`config.mk`:
```
export PLATFORM = sky130hd
export DESIGN_NAME = freq_trace_det
export DESIGN_NICKNAME = d
export VERILOG_FILES = /design/src/rtl/fte_pkg.sv /design/src/rtl/fte_rst_sync.sv /design/src/rtl/fte_window.sv /design/src/rtl/fte_next.sv /design/src/rtl/freq_trace_det.sv
export SDC_FILE = /design/constraint.sdc
export NUM_CORES = 1
export LEC_CHECK = 0
export ABC_AREA = 1
export BUFFER_PORTS_ARGS = -buffer_cell sky130_fd_sc_hd__buf_2
export CAP_MARGIN = 20
export CORE_AREA = 3 3 40 42
export DETAILED_ROUTE_END_ITERATION = 8
export DIE_AREA = 0 0 43 45
export SETUP_SLACK_MARGIN = 0.02
export SYNTH_ARGS = -nofsm -noshare
export SYNTH_HDL_FRONTEND = slang
export SYNTH_SLANG_ARGS = --single-unit
```
`constraint.sdc`:
```
create_clock -name clk -period 1.85 [get_ports clk]
set_input_delay 0.0925 -clock clk [delete_from_list [all_inputs] [get_ports clk]]
set_output_delay 0.0925 -clock clk [all_outputs]
set_load 0.05 [all_outputs]
```
`src/rtl/fte_pkg.sv`:
```
package fte_pkg;
  typedef enum logic [1:0] {
    ST_IDLE    = 2'd0,
    ST_ARMED   = 2'd1,
    ST_PENDING = 2'd2,
    ST_PUMP    = 2'd3
  } fte_state_e;
endpackage

```
`src/rtl/fte_rst_sync.sv`:
```
module fte_rst_sync #(
  parameter int STAGES = 2
) (
  input  logic clk,
  input  logic rst_n,
  output logic rst_s
);
  logic [STAGES-1:0] sh_q;

  always_ff @(posedge clk or negedge rst_n) begin
    if (!rst_n) sh_q <= '0;
    else        sh_q <= {sh_q[STAGES-2:0], 1'b1};
  end

  assign rst_s = sh_q[STAGES-1];
endmodule

```
`src/rtl/fte_window.sv`:
```
module fte_window #(
  parameter int CHARGE_CYC = 4
) (
  input  logic clk,
  input  logic rst_n,
  input  logic run,
  output logic done
);
  localparam int CW = (CHARGE_CYC > 1) ? $clog2(CHARGE_CYC) : 1;
  localparam logic [CW-1:0] LAST = CW'(CHARGE_CYC - 1);

  logic [CW-1:0] cnt_q;
  logic [CW-1:0] cnt_d;

  always_comb begin
    cnt_d = cnt_q;
    if (!run)      cnt_d = '0;
    else if (done) cnt_d = '0;
    else           cnt_d = cnt_q + CW'(1);
  end

  always_ff @(posedge clk or negedge rst_n) begin
    if (!rst_n) cnt_q <= '0;
    else        cnt_q <= cnt_d;
  end

  assign done = run && (cnt_q == LAST);

  // Charging window counter never passes its last value
  assert_cnt_bound_R6: assert property (@(posedge clk) disable iff (!rst_n)
    cnt_q <= LAST);
  // Counter restarts from zero whenever the window is not running
  assert_cnt_idle_R6: assert property (@(posedge clk) disable iff (!rst_n)
    !run |=> cnt_q == '0);
endmodule

```
`src/rtl/fte_next.sv`:
```
module fte_next
  import fte_pkg::*;
(
  input  fte_state_e state,
  input  logic       enable,
  input  logic       data_rise,
  input  logic       clk_rise,
  input  logic       win_done,
  output fte_state_e nxt
);
  always_comb begin
    nxt = state;
    if (!enable) begin
      nxt = ST_IDLE;
    end else begin
      unique case (state)
        ST_IDLE:    if (data_rise && !clk_rise) nxt = ST_ARMED;
        ST_ARMED:   if (clk_rise)       nxt = ST_IDLE;
                    else if (data_rise) nxt = ST_PENDING;
        ST_PENDING: if (clk_rise)       nxt = ST_IDLE;
                    else                nxt = ST_PUMP;
        ST_PUMP:    if (win_done)       nxt = ST_ARMED;
        default:    nxt = ST_IDLE;
      endcase
    end
  end
endmodule

```
`src/rtl/freq_trace_det.sv`:
```
module freq_trace_det
  import fte_pkg::*;
#(
  parameter int CHARGE_CYC = 4
) (
  input  logic       clk,
  input  logic       rst_n,
  input  logic       enable,
  input  logic       data_rise,
  input  logic       clk_rise,
  output logic       up,
  output logic [1:0] state_o
);
  logic       rst_s;
  logic       win_done;
  fte_state_e state_q;
  fte_state_e state_d;

  fte_rst_sync #(.STAGES(2)) u_rst (
    .clk   (clk),
    .rst_n (rst_n),
    .rst_s (rst_s)
  );

  fte_window #(.CHARGE_CYC(CHARGE_CYC)) u_win (
    .clk   (clk),
    .rst_n (rst_s),
    .run   (state_q == ST_PUMP),
    .done  (win_done)
  );

  fte_next u_nxt (
    .state     (state_q),
    .enable    (enable),
    .data_rise (data_rise),
    .clk_rise  (clk_rise),
    .win_done  (win_done),
    .nxt       (state_d)
  );

  always_ff @(posedge clk or negedge rst_s) begin
    if (!rst_s) state_q <= ST_IDLE;
    else        state_q <= state_d;
  end

  assign up      = (state_q == ST_PUMP);
  assign state_o = state_q;

  // UP only ever follows a pending cycle
  assert_up_from_pending_R4: assert property (@(posedge clk) disable iff (!rst_s)
    $rose(up) |-> $past(state_q) == ST_PENDING);
  // A clock edge in the pending cycle cancels the request
  assert_pending_cancel_R5: assert property (@(posedge clk) disable iff (!rst_s)
    (state_q == ST_PENDING && enable && clk_rise) |=> (!up && state_q == ST_IDLE));
  // End of a completed window lands in armed
  assert_window_end_R6: assert property (@(posedge clk) disable iff (!rst_s)
    ($fell(up) && $past(enable)) |-> state_q == ST_ARMED);
  // Armed plus clock edge goes idle
  assert_armed_clk_R3: assert property (@(posedge clk) disable iff (!rst_s)
    (state_q == ST_ARMED && enable && clk_rise) |=> state_q == ST_IDLE);
  // Coincident strobes in idle stay idle
  assert_coincide_R8: assert property (@(posedge clk) disable iff (!rst_s)
    (state_q == ST_IDLE && enable && clk_rise && data_rise) |=> state_q == ST_IDLE);
  // Disabled machine is idle with no request
  assert_disable_R9: assert property (@(posedge clk) disable iff (!rst_s)
    !enable |=> (state_q == ST_IDLE && !up));
endmodule

```
==> results by group <==
Synthesis
  – Post-synthesis sequential area ratio: 0.405
  – Mapped Cells: 48
  – Distinct cells, synth: 12
  – Count leader, synth: nand2_1
  – Synthesized flop and latch total: 6
  – Yosys top cell by area: dfrtp_1
  – List of most frequent post-synthesis cells: nand2_1, inv_1, dfrtp_1, ha_1, nor2_1
  – Primary FF master, synth: dfrtp_1
  – Synth warn: 0
  – Syn Nets: 58
  – Synth top area cells: dfrtp_1, ha_1, nand2_1
  – Synthesized area: 370 µm²
  – Yosys top cell area share: 0.405
  – Ys async rst share: 1.00
  – Synthesized area per cell: 7.72 µm²
  – Post-synth EDFFs: 0

Routing
  – DR vias/cell: 3.97
  – WL/cell: 7.92 µm
  – Number of remaining DRC errors: 0
  – Iteration-0 DRC Markers: 2
  – Drt total wl: 586 µm
  – Vias: 294
  – DR pass1 iterations: 2
  – Final ANT Viol Nets: 0

Die
  – Core outline area: 0.00128 mm²
  – Die Y: 45 µm
  – Die Wd: 43 µm
  – # rows: 13
  – Ports: 8
  – Initial Utilization: 0.288
  – Die Footprint: 0.00194 mm²

Placed design
  – DP Wirelength: 492 µm
  – Routability Congestion: 0.664
  – Pre-CTS setup slack: 645 ps
  – Port Buf Inserts: 7

Global route
  – First-pass GRT wire length: 1.08 mm
  – GRT Overall Usage: 0.0739
  – GRT Residual Overflow: 0
  – Initial antenna violation count: 0
  – Vias in the first global route: 279
  – Largest net degree at the start of global routing: 6

Clock network
  – # H-tree levels: 1
  – Root buf cell: clkbuf_4
  – Clock-pin slew on the worst setup and hold paths: 40 ps
  – Post_cts resized: 0
  – Clock Tree Buf Depth: 2
  – Clk sink count: 6
  – Skew-Pair Late Insertion Delay: 230 ps
  – CTS tree: built
  – Num CTS Buffers: 3

Power and ir drop
  – LEAKAGE: 0.000270 µW
  – PD cells: 949 mW/mm²
  – Max VDD drop: 0.000344 V

Timing
  – # setup viols final: 0
  – Final Skew: 0.951 ps
  – Setup slack after layout: 609 ps
  – Pins over their slew limit: 0
  – RSZ-0062 raised after global routing: no
  – Final Hold Fails: 0
  – Fin crit share: 0.671
  – Fmax: 806 MHz
  – Fin crit period: 1240 ps
  – TNS Setup: 0 ps

Finish
  – Diodes inserted: 0
  – Fillcell total: 144
  – Multi-input logic area: 186 µm²
  – FF/Latch Area: 150 µm²
  – Area grow syn2layout: 23.3%
  – Share of layout cells above drive strength 1: 0.237
  – Nets: 71

Setup path
  – Reg2Reg Launch Point: state_o[1]$_DFFE_PN0P_
  – Critical Path AT: 1150 ps
  – Setup crit end kind: output pin
  – Worst endpoint required time: 1760 ps
  – Critical R2R Capture: state_o[0]$_DFFE_PN0P_
  – R2R depth: 7
  – R2r setup slk: 650 ps
  – Worst setup SP type: flip-flop
  – Max FO, Critical Path: 5
  – Crit path kind: reg2out

Worst hold path
  – Hold WC Path Type: reg2async

Run status
  – Status: finished clean

Flow run
  – Max cap viols: 0
## cell families after synthesis
logic type | share of synthesized area
simple gates | 0.291
buf+inv | 0.0912
flops | 0.405
fa+ha+maj | 0.169
compound gates | 0.0338
other cells | 0.0101
## sequential cells by signal (all words and copies together) (netlist names)
name / cells
u_rst.sh_q: 2
state_o: 2
u_win.cnt_q: 2
## layout make-up
class                   count  share of cell area
clock buffers               3              0.0493
inverters                   9              0.0740
multi-input cells          33               0.408
flip-flops and latches      6               0.329
well taps                  15              0.0411
repair buffers              8              0.0986
## per-stage QoR
step	hold WS, ps	std cells	utilization	power, µW	instance area (µm²)
after floorplan	-203	48	-	284	370
after global placement	-122	70	0.330	322	424
after detailed placement	-120	70	0.330	323	424
after CTS	60.3	74	0.355	442	457
after global routing	82.8	74	0.355	475	457
final	54.8	74	0.355	433	457
## routing by layer
layer / global-route usage / up-vias / share of wire
met1: 0.101 / 124 / 0.51
met2: 0.102 / 5 / 0.42
li1: - / 165 / -
met3: 0.0279 / 0 / 0.063
met4: 0.0361 / 0 / 0
met5: 0 / - / 0
## what timing repair did
action / 4_1_cts / 5_1_grt
buffers inserted: 0 / 0
hold buffers: 1 / 0
hold endpoints to repair: 2 / 0
## how the worst max path moves through the flow
stage,from,end,slack [ps],cells after the start
after global placement,state_o[1]$_DFFE_PN0P_,state_o[1]$_DFFE_PN0P_,670,7
after detailed placement,state_o[1]$_DFFE_PN0P_,state_o[0]$_DFFE_PN0P_,640,7
after floorplan,state_o[1]$_DFFE_PN0P_,state_o[0]$_DFFE_PN0P_,80,5
final,state_o[1]$_DFFE_PN0P_,up,610,2
after CTS,state_o[1]$_DFFE_PN0P_,up,580,2
after global routing,state_o[1]$_DFFE_PN0P_,state_o[1]$_DFFE_PN0P_,510,7
## placed cells by master, fill, tap and decap left out, drive strengths merged
master / n
a21oi: 1
buf: 7
clkbuf: 3
conb: 1
dfrtp: 6
dlygate4sd3: 1
ha: 5
inv: 9
nand2: 14
nand3: 5
nor2: 6
o21bai: 1
## where the power goes
group	internal, µW	switching (µW)
Clock	72.9	40.1
Sequential	145	14.5
Combinational	54.7	106
Total	273	161
## worst max-delay path: stages (launching register included)
cell and delay, ps:
dfrtp_1 400, ha_1 230, buf_2 280
Power figures use the tool's default switching activity.
